<file path="config.mk">
export PLATFORM = sky130hd
export DESIGN_NAME = pll_reprog_seq
export DESIGN_NICKNAME = d
export VERILOG_FILES = /design/src/rtl/pll_seq_pkg.sv /design/src/rtl/seq_wait_timer.sv /design/src/rtl/seq_try_counter.sv /design/src/rtl/seq_ctrl_fsm.sv /design/src/rtl/pll_reprog_seq.sv
export SDC_FILE = /design/constraint.sdc
export NUM_CORES = 1
export LEC_CHECK = 0
export CAP_MARGIN = 20
export CORE_UTILIZATION = 50
export CTS_CLUSTER_DIAMETER = 50
export DETAILED_ROUTE_END_ITERATION = 8
export PLACE_DENSITY_LB_ADDON = 0.15
export SLEW_MARGIN = 0
export SYNTH_ARGS = -nofsm -noshare
export SYNTH_HDL_FRONTEND = slang
export SYNTH_SLANG_ARGS = --single-unit
</file>
<file path="constraint.sdc">
create_clock -name clk -period 6.05 [get_ports clk]
set_input_delay 1.21 -clock clk [delete_from_list [all_inputs] [get_ports clk]]
set_output_delay 1.21 -clock clk [all_outputs]
set_load 0.02 [all_outputs]
</file>
<file path="src/rtl/pll_seq_pkg.sv">
// Package pll_seq_pkg
// Holds the shared definitions of the PLL reprogramming sequencer: the bit
// positions in the control and status words, and the sequencer state type.
// Assumes the control word layout is fixed by the PLL it drives.
package pll_seq_pkg;

    localparam int CB_PD    = 0;  // power-down
    localparam int CB_BYP   = 1;  // bypass
    localparam int CB_DIN   = 2;  // direct input
    localparam int CB_DOUT  = 3;  // direct output
    localparam int CB_CLKEN = 4;  // output clock enable
    localparam int ST_LOCK  = 0;  // lock flag in status word

    typedef enum logic [3:0] {
        S_IDLE,
        S_RD_CTRL,
        S_WR_PD,
        S_WR_MULT,
        S_WR_DIV,
        S_WR_PU,
        S_WAIT,
        S_RD_STAT,
        S_CHK,
        S_WR_EN
    } seq_state_e;

endpackage

</file>
<file path="src/rtl/seq_wait_timer.sv">
// Module seq_wait_timer
// One-shot interval timer. A load pulse starts a countdown of WAIT_CYCLES
// cycles, and expired_o is high in the last of them. Assumes WAIT_CYCLES >= 1
// and that the timer is never reloaded while it is running.
module seq_wait_timer #(
    parameter int WAIT_CYCLES = 1250
) (
    input  logic clk,
    input  logic rst_n,
    input  logic load_i,
    output logic expired_o
);
    localparam int CNT_W = $clog2(WAIT_CYCLES + 1);

    logic [CNT_W-1:0] cnt_q;
    logic             run_q;

    // Countdown register: load, decrement, stop at zero.
    always_ff @(posedge clk) begin
        if (!rst_n) begin
            cnt_q <= '0;
            run_q <= 1'b0;
        end else if (load_i) begin
            cnt_q <= CNT_W'(WAIT_CYCLES - 1);
            run_q <= 1'b1;
        end else if (run_q) begin
            if (cnt_q == '0) run_q <= 1'b0;
            else             cnt_q <= cnt_q - 1'b1;
        end
    end

    assign expired_o = run_q && (cnt_q == '0);


    timer_reload_chk: assert property (@(posedge clk) disable iff (!rst_n)
        load_i |-> !run_q);


    timer_single_expiry_chk: assert property (@(posedge clk) disable iff (!rst_n)
        expired_o |=> !expired_o);

endmodule

</file>
<file path="src/rtl/seq_try_counter.sv">
// Module seq_try_counter
// Counts lock polls in one run. last_o is high while the current poll is the
// final one allowed. Assumes MAX_TRIES >= 1 and that the controller clears
// the counter at each accepted start.
module seq_try_counter #(
    parameter int MAX_TRIES = 4
) (
    input  logic clk,
    input  logic rst_n,
    input  logic clear_i,
    input  logic inc_i,
    output logic last_o
);
    localparam int CNT_W = $clog2(MAX_TRIES + 1);

    logic [CNT_W-1:0] cnt_q;

    // Poll index register: cleared per run, bumped per failed poll.
    always_ff @(posedge clk) begin
        if (!rst_n)       cnt_q <= '0;
        else if (clear_i) cnt_q <= '0;
        else if (inc_i)   cnt_q <= cnt_q + 1'b1;
    end

    assign last_o = (cnt_q == CNT_W'(MAX_TRIES - 1));


    try_bound_chk: assert property (@(posedge clk) disable iff (!rst_n)
        inc_i |-> !last_o);

endmodule

</file>
<file path="src/rtl/seq_ctrl_fsm.sv">
// Module seq_ctrl_fsm
// Main controller of the sequencer. Walks the fixed safe update order
// (read control, power down and strip, multiplier, dividers, power up, timed
// lock polls, enable) and drives the register port from its state. Assumes
// read data returns one cycle after rd_en_o.
module seq_ctrl_fsm
    import pll_seq_pkg::*;
#(
    parameter int                DATA_W     = 32,
    parameter int                ADDR_W     = 8,
    parameter logic [ADDR_W-1:0] CTRL_ADDR  = 8'h00,
    parameter logic [ADDR_W-1:0] STAT_ADDR  = 8'h04,
    parameter logic [ADDR_W-1:0] MULT_ADDR  = 8'h08,
    parameter logic [ADDR_W-1:0] DIV_ADDR   = 8'h0C,
    parameter logic [DATA_W-1:0] DIV_UNITY  = 32'h0030_2062
) (
    input  logic              clk,
    input  logic              rst_n,
    input  logic              start_i,
    input  logic [DATA_W-1:0] mult_i,
    input  logic [DATA_W-1:0] rd_data_i,
    input  logic              timer_exp_i,
    input  logic              try_last_i,
    output logic              timer_load_o,
    output logic              try_clear_o,
    output logic              try_inc_o,
    output logic              wr_en_o,
    output logic [ADDR_W-1:0] wr_addr_o,
    output logic [DATA_W-1:0] wr_data_o,
    output logic              rd_en_o,
    output logic [ADDR_W-1:0] rd_addr_o,
    output logic              busy_o,
    output logic              done_o,
    output logic              error_o
);
    localparam logic [DATA_W-1:0] PD_M    = DATA_W'(1) << CB_PD;
    localparam logic [DATA_W-1:0] EN_M    = DATA_W'(1) << CB_CLKEN;
    localparam logic [DATA_W-1:0] STRIP_M = (DATA_W'(1) << CB_BYP) | (DATA_W'(1) << CB_DIN)
                                          | (DATA_W'(1) << CB_DOUT) | EN_M;

    seq_state_e        state_q, state_d;
    logic [DATA_W-1:0] shadow_q;
    logic [DATA_W-1:0] mult_q;
    logic [DATA_W-1:0] pd_val;
    logic              done_q, err_q;
    logic              locked;
    logic              retry;

    assign pd_val = (rd_data_i | PD_M) & ~STRIP_M;
    assign locked = rd_data_i[ST_LOCK];
    assign retry  = (state_q == S_CHK) && !locked && !try_last_i;

    // Next-state selection along the fixed update order.
    always_comb begin
        state_d = state_q;
        case (state_q)
            S_IDLE:    if (start_i) state_d = S_RD_CTRL;
            S_RD_CTRL: state_d = S_WR_PD;
            S_WR_PD:   state_d = S_WR_MULT;
            S_WR_MULT: state_d = S_WR_DIV;
            S_WR_DIV:  state_d = S_WR_PU;
            S_WR_PU:   state_d = S_WAIT;
            S_WAIT:    if (timer_exp_i) state_d = S_RD_STAT;
            S_RD_STAT: state_d = S_CHK;
            S_CHK:     state_d = locked ? S_WR_EN : (try_last_i ? S_IDLE : S_WAIT);
            S_WR_EN:   state_d = S_IDLE;
            default:   state_d = S_IDLE;
        endcase
    end

    // State, captured words and outcome pulses.
    always_ff @(posedge clk) begin
        if (!rst_n) begin
            state_q  <= S_IDLE;
            shadow_q <= '0;
            mult_q   <= '0;
            done_q   <= 1'b0;
            err_q    <= 1'b0;
        end else begin
            state_q <= state_d;
            done_q  <= (state_q == S_WR_EN);
            err_q   <= (state_q == S_CHK) && !locked && try_last_i;
            if (state_q == S_IDLE && start_i) mult_q   <= mult_i;
            if (state_q == S_WR_PD)           shadow_q <= pd_val;
        end
    end

    // Register port drive decoded from the current state.
    always_comb begin
        wr_en_o   = 1'b0;
        wr_addr_o = CTRL_ADDR;
        wr_data_o = '0;
        rd_en_o   = 1'b0;
        rd_addr_o = CTRL_ADDR;
        case (state_q)
            S_RD_CTRL: rd_en_o = 1'b1;
            S_WR_PD:   begin wr_en_o = 1'b1; wr_data_o = pd_val; end
            S_WR_MULT: begin wr_en_o = 1'b1; wr_addr_o = MULT_ADDR; wr_data_o = mult_q; end
            S_WR_DIV:  begin wr_en_o = 1'b1; wr_addr_o = DIV_ADDR;  wr_data_o = DIV_UNITY; end
            S_WR_PU:   begin wr_en_o = 1'b1; wr_data_o = shadow_q & ~PD_M; end
            S_RD_STAT: begin rd_en_o = 1'b1; rd_addr_o = STAT_ADDR; end
            S_WR_EN:   begin wr_en_o = 1'b1; wr_data_o = (shadow_q & ~PD_M) | EN_M; end
            default:   ;
        endcase
    end

    assign timer_load_o = (state_q == S_WR_PU) || retry;
    assign try_clear_o  = (state_q == S_IDLE) && start_i;
    assign try_inc_o    = retry;
    assign busy_o       = (state_q != S_IDLE);
    assign done_o       = done_q;
    assign error_o      = err_q;


    pd_write_clean_chk: assert property (@(posedge clk) disable iff (!rst_n)
        (wr_en_o && wr_addr_o == CTRL_ADDR && wr_data_o[CB_PD]) |-> (wr_data_o[CB_CLKEN:CB_BYP] == '0));


    enable_after_lock_chk: assert property (@(posedge clk) disable iff (!rst_n)
        (wr_en_o && wr_addr_o == CTRL_ADDR && wr_data_o[CB_CLKEN]) |-> ($past(rd_data_i[ST_LOCK]) && !wr_data_o[CB_PD]));


    outcome_idle_chk: assert property (@(posedge clk) disable iff (!rst_n)
        (done_o || error_o) |-> !busy_o);


    outcome_excl_chk: assert property (@(posedge clk) disable iff (!rst_n)
        !(done_o && error_o));


    mult_hold_chk: assert property (@(posedge clk) disable iff (!rst_n)
        (busy_o && state_q != S_WR_EN) |=> $stable(mult_q));

endmodule

</file>
<file path="src/rtl/pll_reprog_seq.sv">
// Module pll_reprog_seq
// Top of the PLL reprogramming sequencer: joins the controller, the poll
// interval timer and the poll counter. Assumes a register port whose read data
// is registered (one cycle latency) and whose writes take effect in one cycle.
module pll_reprog_seq #(
    parameter int                DATA_W      = 32,
    parameter int                ADDR_W      = 8,
    parameter int                WAIT_CYCLES = 1250,
    parameter int                MAX_TRIES   = 4,
    parameter logic [ADDR_W-1:0] CTRL_ADDR   = 8'h00,
    parameter logic [ADDR_W-1:0] STAT_ADDR   = 8'h04,
    parameter logic [ADDR_W-1:0] MULT_ADDR   = 8'h08,
    parameter logic [ADDR_W-1:0] DIV_ADDR    = 8'h0C,
    parameter logic [DATA_W-1:0] DIV_UNITY   = 32'h0030_2062
) (
    input  logic              clk,
    input  logic              rst_n,
    input  logic              start_i,
    input  logic [DATA_W-1:0] mult_i,
    output logic              wr_en_o,
    output logic [ADDR_W-1:0] wr_addr_o,
    output logic [DATA_W-1:0] wr_data_o,
    output logic              rd_en_o,
    output logic [ADDR_W-1:0] rd_addr_o,
    input  logic [DATA_W-1:0] rd_data_i,
    output logic              busy_o,
    output logic              done_o,
    output logic              error_o
);
    logic timer_load, timer_exp;
    logic try_clear, try_inc, try_last;

    seq_ctrl_fsm #(
        .DATA_W(DATA_W), .ADDR_W(ADDR_W),
        .CTRL_ADDR(CTRL_ADDR), .STAT_ADDR(STAT_ADDR),
        .MULT_ADDR(MULT_ADDR), .DIV_ADDR(DIV_ADDR), .DIV_UNITY(DIV_UNITY)
    ) u_fsm (
        .clk(clk), .rst_n(rst_n), .start_i(start_i), .mult_i(mult_i),
        .rd_data_i(rd_data_i), .timer_exp_i(timer_exp), .try_last_i(try_last),
        .timer_load_o(timer_load), .try_clear_o(try_clear), .try_inc_o(try_inc),
        .wr_en_o(wr_en_o), .wr_addr_o(wr_addr_o), .wr_data_o(wr_data_o),
        .rd_en_o(rd_en_o), .rd_addr_o(rd_addr_o),
        .busy_o(busy_o), .done_o(done_o), .error_o(error_o)
    );

    seq_wait_timer #(.WAIT_CYCLES(WAIT_CYCLES)) u_timer (
        .clk(clk), .rst_n(rst_n), .load_i(timer_load), .expired_o(timer_exp)
    );

    seq_try_counter #(.MAX_TRIES(MAX_TRIES)) u_tries (
        .clk(clk), .rst_n(rst_n), .clear_i(try_clear), .inc_i(try_inc), .last_o(try_last)
    );


    reset_quiet_chk: assert property (@(posedge clk)
        $past(!rst_n) |-> !(busy_o || done_o || error_o || wr_en_o || rd_en_o));


    no_poll_after_lock_chk: assert property (@(posedge clk) disable iff (!rst_n)
        (wr_en_o && wr_addr_o == CTRL_ADDR && wr_data_o[pll_seq_pkg::CB_CLKEN]) |-> !rd_en_o);

endmodule

</file>
==> Word-level counts from Yosys, hierarchy flattened <==
Index checks and enable logic that the tools add are counted.
{ "totals": {"regBits": 81, "out_inout_bits": 53, "word_cells": 61} }
{ "op_classes": {"addsub": 2, "n_eq_ne": 13, "n_mux": 16, "n_bitwise": 2, "reduce_logical": 19} }
{ "op_table": {"columns": ["op", "count"], "rows": [
  ["$pmux 32 s5", 1],
  ["$pmux 4 s9", 1],
  ["$mux 11", 3],
  ["$eq 4x3->1 const B", 4],
  ["$mux 4", 3],
  ["$logic_not 11->1", 1],
  ["$sub 11x1->11 const B", 1],
  ["$eq 4x2->1 const B", 2],
  ["$eq 4x4->1 const B", 2],
  ["$pmux 4 s2", 1],
  ["$mux 3", 2],
  ["$ne 2x2->1 const B", 3],
  ["$reduce_and 2->1", 3],
  ["$reduce_or 2->1", 3],
  ["$logic_and 1x1->1", 5],
  ["$mux 1", 5],
  ["$reduce_or 5->1", 1],
  ["$eq 4x1->1 const B", 1],
  ["$logic_not 4->1", 1],
  ["$reduce_bool 4->1", 1],
  ["$add 3x1->3 const B", 1],
  ["$eq 3x2->1 const B", 1],
  ["$logic_not 1->1", 2],
  ["$not 1->1", 2],
  ["2 further kinds", 2]
]} }

==> Depth between registers and ports, before layout <==
Gate-level depths: netlist of run 1.
{ "depth": {"ltp_word": 6, "ltp_mapped": 7, "ltp_nobuf": 6} }

==> Modules after synthesis <==
From an unflattened synthesis of run 1, not the netlist that was laid out.
{ "unflattened": {"hier_cells": 465, "hier_area_um2": 4150.2} }
{ "modules_own_cells": {"columns": ["module", "instances", "cells_per_inst", "area_per_inst_um2", "seq_area_each_um2"], "rows": [
  ["seq_ctrl_fsm", 1, 382, 3377.0, 1301.2],
  ["seq_wait_timer", 1, 70, 633.1, 240.2],
  ["seq_try_counter", 1, 13, 140.1, 60.1]
]} }

==> Worst setup path after synthesis of run 1 <==
No wires, ideal clock.
{ "synth_path": {"path_type": "flip-flop to output port", "from": "register u_fsm.state_q[1]", "to": "output port wr_data_o[13]", "arrival_ps": 1594, "required_ps": 4840, "slack_ps": 3246, "path_stages_with_launch": 6, "cell_sequence": "dfxtp_1 clkbuf_1 or2_2 nor2_1 a21oi_1 nand3_1"} }
{ "synth_between": {"elab_chain_cells": 2, "word_cells_on_any_way": 6, "classes_between": "5 x eq/ne; 1 x mux"} }
{ "synth_lines": {"columns": ["element", "line", "rtl"], "rows": [
  ["from (decl)", "seq_ctrl_fsm.sv:41", "seq_state_e state_q, state_d;"],
  ["from (signal assigned)", "seq_ctrl_fsm.sv:80", "state_q <= state_d;"],
  ["$eq 4x4->1, or another cell as far along", "seq_ctrl_fsm.sv:95", "case (state_q)"],
  ["$pmux 32 s5 (*)", "seq_ctrl_fsm.sv:95", null],
  ["to (decl)", "pll_reprog_seq.sv:22", "output logic [DATA_W-1:0] wr_data_o,"]
]} }
Every way passes the cells marked *; elsewhere a longest branch is shown, timed or not.

==> Worst setup path after layout of run 1 <==
{ "layout_path": {"from": "register u_fsm.state_q[2]", "to": "output port wr_data_o[11]"} }
The elaborated chain is that of the path after synthesis.

==> metrics.cfg, run 1 <==
[timing]
rsz0062_at_grt = no
worstMarginPinSlew_ns = 1.06
slew_viol_final = 0
setup_violations = 0
hold_violations = 0
fin_crit_sh_pct = 71.7
period_minus_slack_ns = 4.34
fmax_mhz = 230
max_slew_margin_pct = 29.3
tns_ns = 0
skew_ns = 0.00876

[drt]
vias = 3636
drt_first_pass_iters = 6
wl_per_cell_um = 14.2
drc = 0
wirelength_mm = 9.47
viasPerCell = 5.43
ant_nets = 0
drt_iter0_markers = 295

[setup_path]
cp_num_buf_inv = 2
crit_chain = nor2b_1 > o21a_1 > a222oi_1 > inv_1 > clkdlybuf4s50_1
slowest_delay_ns = 0.88
cp_top_family = compound AO/OA/AOI/OAI gates
critPathLaunch = u_fsm.state_q[2]
critical-path-slowest-cell = o21a_1
start_kind = flop
critPathRequiredTime_ns = 4.84
r2r-start = u_tries.cnt_q[0]
cp.arrival_ns = 3.13
critPathMaxFanout = 27
crit_type = reg2out
end_kind = output port

[finish]
fin_nets = 638
multi_input_area_um2 = 1800
antennaDiodeCount = 0
nFillCells = 544
regArea_um2 = 1600
layout-drive-gt1-share_pct = 5.58
area_growth_pct = 34.1

[clocking]
clk_path_buf_depth = 2
clk_latency_ns = 0.35
cts_setup_buffers = 0
cts-buffers-inserted = 9
htree_levels = 3
root_buffer = clkbuf_8
cts_hold_buf = 0
clkTransAtPathRegs_ns = 0.08
cts.sinks = 80
tritoncts = done
post_cts_resized = 0

[global_routing]
antenna_found_initial = 0
grt_pass1_vias = 3258
grt_start_max_net_pins = 65
grt_pass1_wl_mm = 15.2
grt_overflow_total = 0
gr-usage-all-layers_pct = 25.8

[logic_synthesis]
postSynth.asyncResetShare_pct = 0
synth_flop_cell = dfxtp_1
synth_most_common_cell = nand2_1
synthTopCellsByCount = nand2_1 (136), dfxtp_1 (80), a21oi_1 (77)
syn_inst = 481
synth_top_area_share_pct = 43.5
yosys_warnings = 0
ys_ff_latch = 80
synth_area_leaders = dfxtp_1 (44%), nand2_1 (14%), a21oi_1 (10%)
synth_edf_count = 0
yosysTopAreaCell = dfxtp_1
avgSynthCellArea_um2 = 7.65
ys_types = 47
yosysSeqAreaShare_pct = 43.5
syn_area_um2 = 3680

[floorplan]
fp.dieH_um = 87.8
io_pins = 120
die_area_um2 = 7710
std_cell_rows = 30
fp.coreArea_um2 = 6940
die_width_um = 87.8
start_util_pct = 53.0

[power_and_ir_drop]
vdd_drop_max_mv = 0.180
p_leak_uw = 0.00194
power_uw = 1200
p_per_area_nw_per_um2 = 243

[hold_path]
hold_start = u_fsm.mult_q[4]
hold_class = reg2reg

[place]
gp_congestion = 0.889
port_buffers = 102
dp.final_hpwl_mm = 6.24

[status]
outcome = finished, final reports clean

[job]
drv_cap = 0

power breakdown:
group	total, µW	internal (µW)	switching (µW)
Clock	433	243	190
Combinational	199	91.4	107
Sequential	571	552	18.1
Total	1200	887	315
stage by stage:
stage | std cells | instance area, µm² | utilization, % | hold slack, ns | worst slack (ns)
detailed placement | 652 | 4700 | 67.6 | 0.446 | 2.09
finish | 669 | 4940 | 71.1 | 0.457 | 1.71
global route | 669 | 4940 | 71.1 | 0.468 | 1.43
global placement | 652 | 4700 | 67.6 | 0.439 | 2.13
CTS | 668 | 4920 | 70.8 | 0.457 | 1.70
floorplan | 493 | 3730 | - | 0.432 | 3.25
kinds of logic after synthesis:
logic type	Yosys count	share of synthesized area, %
AOI/OAI and AO/OA	125	21.4
xor gates and xnor gates	4	0.952
adders and majority gates	3	1.02
buffers and inverters	74	9.04
DFF	80	43.5
muxes	1	0.272
other	1	0.102
and+or+nand+nor	193	23.7
final cells by class:
| cell class | count | area share, % |
|---|---|---|
| clock buffer | 11 | 2.86 |
| clock inverter | 5 | 1.62 |
| inverter | 30 | 2.28 |
| multi-input combinational | 339 | 36.5 |
| sequential | 80 | 32.4 |
| tap | 96 | 2.43 |
| timing repair buffer | 108 | 21.8 |
placed cells by master, fill, tap and decap left out, drive strengths merged, types with 2 or more instances in the layout:
master         count
a211oi             2
nor4               2
or2                3
a222oi            22
bufinv             2
ha                 3
and3               2
a21oi             77
o21ai              6
nor2              11
xnor2              3
a21o               2
nor4b              3
and2               2
clkbuf            11
nor3               4
a31oi              4
nand2b             3
clkinvlp           2
inv               30
clkdlybuf4s50    102
nor2b              7
nand3              7
o21a               3
a311oi             2
dfxtp             80
nand2            136
buf                6
nand4bb            2
or3                5
conb              13
layer usage:
metal / share of wire [%] / wire (µm) / vias up / GRT usage [%]
met5: 0 / 0 / - / 0
met2: 49 / 4630 / 147 / 42.2
met4: 1.2 / 117 / 0 / 7.00
met3: 7.8 / 736 / 10 / 8.67
li1: - / - / 1799 / -
met1: 42 / 3980 / 1680 / 32.6
worst paths after layout:
kind	end	slack (ns)	depth (start not counted)
max	wr_data_o[11]	1.71	5
max reg2reg	u_timer.cnt_q[1]	3.66	6
min reg2reg	u_fsm.mult_q[4]	0.46	2
min	u_fsm.mult_q[4]	0.46	2
sequential cells by signal, summed over array words and instances (netlist names):
register / flops
u_fsm.error_o: 1
u_tries.cnt_q: 3
u_fsm.done_o: 1
u_fsm.mult_q: 32
u_fsm.state_q: 4
u_fsm.shadow_q: 27
u_timer.run_q: 1
u_timer.cnt_q: 11
worst min-delay path: stages, from the launching register on:
cell     delay, ns
dfxtp_1       0.31
nand2_1       0.05
a21oi_1       0.05
(Power assumes the default switching activity.)
==> inputs of run 2 (changes only) <==
--- a/config.mk
+++ b/config.mk
@@ -6,7 +6,7 @@
 export NUM_CORES = 1
 export LEC_CHECK = 0
 export CAP_MARGIN = 20
-export CORE_UTILIZATION = 50
+export CORE_UTILIZATION = 42
 export CTS_CLUSTER_DIAMETER = 50
 export DETAILED_ROUTE_END_ITERATION = 8
 export PLACE_DENSITY_LB_ADDON = 0.15
==> constraint.sdc (replaced) <==
create_clock -name clk -period 3.88 [get_ports clk]
set_input_delay 0.776 -clock clk [delete_from_list [all_inputs] [get_ports clk]]
set_output_delay 0.776 -clock clk [all_outputs]
set_load 0.02 [all_outputs]
==> run 2 against run 1 <==
Total power rose by 52%. Critical path type unchanged. Non-clock buffer count up 3. Clock skew is 0.0025 ns higher. Clock power rose by 46%. Register-to-register slack lost 2.2 ns. Cell area up 0.33%. Highest routed layer unchanged. Combinational power increased by 56%. Count of clock-buffer cells in the layout decreased by 1. Die area is 19% higher.
==> metrics.cfg, run 2 (synthesis results as in run 1) <==
[drt]
drt_iter0_markers = 251  ; -15%
wirelength_mm = 9.65  ; +1.9%
viasPerCell = 5.33  ; -2.0%
vias = 3628  ; -0.22%
wl_per_cell_um = 14.2  ; about the same
drc = 0  ; unchanged
drt_first_pass_iters = 7  ; +1
ant_nets = 0  ; unchanged

[clocking]
post_cts_resized = 0  ; unchanged
clk_latency_ns = 0.35  ; about the same
cts.sinks = 80  ; unchanged
root_buffer = clkbuf_8
tritoncts = done
clkTransAtPathRegs_ns = 0.08  ; about the same
htree_levels = 3  ; unchanged
cts_hold_buf = 0  ; unchanged
cts_setup_buffers = 0  ; unchanged
clk_path_buf_depth = 2  ; unchanged
cts-buffers-inserted = 9  ; unchanged

[floorplan]
die_width_um = 95.6  ; +8.9%
die_area_um2 = 9140  ; +19%
io_pins = 120  ; unchanged
fp.coreArea_um2 = 8340  ; +20%
start_util_pct = 44.1  ; -8.9 points
fp.dieH_um = 95.6  ; +8.9%
std_cell_rows = 33  ; +10%

[global_routing]
antenna_found_initial = 0  ; unchanged
grt_overflow_total = 0  ; unchanged
met2_usage_pct = 35.1  ; -7.1 points
grt_pass1_wl_mm = 15.4  ; +1.3%
gr-usage-all-layers_pct = 21.9  ; -4.0 points
top_usage_layer = met2
grt_pass1_vias = 3179  ; -2.4%
met3_usage_pct = 5.82  ; -2.8 points
grtUsageMet1_pct = 28.7  ; -3.9 points
grt_start_max_net_pins = 50  ; -23%

[power_and_ir_drop]
p_comb_share_pct = 17.0  ; +0.5 points
switching_share_pct = 27.9  ; +1.7 points
p_switching_uw = 510  ; +62%
pwr-share-seq_pct = 48.6  ; +1.1 points
clkPwrFrac_pct = 34.5  ; -1.5 points
p_leak_uw = 0.00195  ; +0.77%
p_per_area_nw_per_um2 = 370  ; +52%
p_int_uw = 1320  ; +49%
vdd_drop_max_mv = 0.178  ; -0.93%

[job]
drv_cap = 0  ; unchanged

[finish]
layout_commonest_cell = nand2_1
fin_nets = 641  ; +0.47%
layout.cells.non_filler = 681  ; +1.8%
area_growth_pct = 34.6
layout-drive-gt1-share_pct = 6.25  ; +0.67 points
antennaDiodeCount = 0  ; unchanged
most-common-layout-cells = nand2_1 (136), clkdlybuf4s50_1 (102), dfxtp_1 (80)
largest_reg_flops = 32  ; unchanged
top_register = u_fsm.mult_q
reg.largest.list = u_fsm.mult_q (32), u_fsm.shadow_q (27), u_timer.cnt_q (11)

[status]
outcome = finished, final reports clean

[timing]
tns_ns = 0  ; unchanged
rsz0062_at_grt = no
fmax_mhz = 277
hold_violations = 0  ; unchanged
fin_crit_sh_pct = 93.2
max_slew_margin_pct = 45.2  ; +16 points
skew_ns = 0.0112  ; +0.00248 ns
setup_violations = 0  ; unchanged
period_minus_slack_ns = 3.61
worstMarginPinSlew_ns = 0.811  ; -0.250 ns
slew_viol_final = 0  ; unchanged

[place]
placedCellCount = 665  ; +2.0%
dp.final_hpwl_mm = 6.38  ; +2.3%
gp_congestion = 0.746  ; -16%
port_buffers = 102  ; unchanged

[hold_path]
hold_class = reg2reg

[setup_path]
start_kind = flop
crit_type = reg2out
critPathMaxFanout = 16  ; -41%
critical-path-slowest-cell = dfxtp_1
end_kind = output port
critPathRequiredTime_ns = 3.10  ; -1.74 ns
slowest_delay_ns = 0.66  ; -0.22 ns
crit_chain = nor2b_1 > o21a_1 > buf_4 > a222oi_1 > inv_1 > clkdlybuf4s50_1
cp.arrival_ns = 2.84  ; -0.29 ns

run 2: critical path, delay by kind of cell, from the launching register on:
kind / cells / cell delay [ns]
AND/OR/NAND/NOR: 1 / 0.28
buffers and inverters: 3 / 0.95
flip-flops: 1 / 0.66
AO/OA/AOI/OAI: 2 / 0.59
run 2: layout make-up:
| cell class | count | area (µm²) |
|---|---|---|
| multi-input combinational | 339 | 1800 |
| timing repair buffer | 111 | 1100 |
| clock inverter | 6 | 66.3 |
| tap | 105 | 131 |
| inverter | 30 | 113 |
| clock buffer | 10 | 138 |
| fill | 787 | 3390 |
| sequential | 80 | 1600 |
run 2: final timing paths:
kind,start,endpoint,slack [ns],cells past startpoint
max,u_fsm.state_q[2],wr_data_o[22],0.27,6
min,u_fsm.shadow_q[30],u_fsm.shadow_q[30],0.46,2
max reg2reg,u_tries.cnt_q[0],u_timer.cnt_q[1],1.42,6
min reg2reg,u_fsm.shadow_q[30],u_fsm.shadow_q[30],0.46,2
run 2: per-layer routing:
metal / wire length, µm / up-vias / part of all wire, %
met5: 0 / - / 0
met1: 4400 / 1695 / 46
li1: - / 1808 / -
met4: 89 / 0 / 0.92
met3: 702 / 9 / 7.3
met2: 4460 / 116 / 46
run 2: through the flow:
step	total power [µW]	hold slack (ns)	setup slack (ns)	util [%]	cell area, µm²
after floorplan	1080	0.432	1.51	-	3730
after global placement	1210	0.439	0.666	56.9	4750
after detailed placement	1220	0.448	0.618	56.9	4750
after CTS	1840	0.459	0.253	59.4	4950
after global routing	1920	0.474	0.0743	59.4	4950
final	1830	0.459	0.265	59.4	4950
run 2: power groups by stage:
| stage | Combinational (µW) | Clock [µW] | Sequential [µW] |
|---|---|---|---|
| after floorplan | 182 | 0 | 897 |
| after global placement | 307 | 0 | 906 |
| after detailed placement | 310 | 0 | 908 |
| after CTS | 312 | 642 | 889 |
| after global routing | 340 | 680 | 896 |
| final | 311 | 631 | 889 |
==> inputs of run 3 (changes only) <==
--- a/config.mk
+++ b/config.mk
@@ -7,9 +7,10 @@
 export LEC_CHECK = 0
 export CAP_MARGIN = 20
 export CORE_UTILIZATION = 42
-export CTS_CLUSTER_DIAMETER = 50
+export CTS_CLUSTER_DIAMETER = 100
 export DETAILED_ROUTE_END_ITERATION = 8
 export PLACE_DENSITY_LB_ADDON = 0.15
+export SKIP_CTS_REPAIR_TIMING = 1
 export SLEW_MARGIN = 0
 export SYNTH_ARGS = -nofsm -noshare
 export SYNTH_HDL_FRONTEND = slang
==> results of run 3 <==
The final DEF is identical to that of run 2; final timing and power are the same.
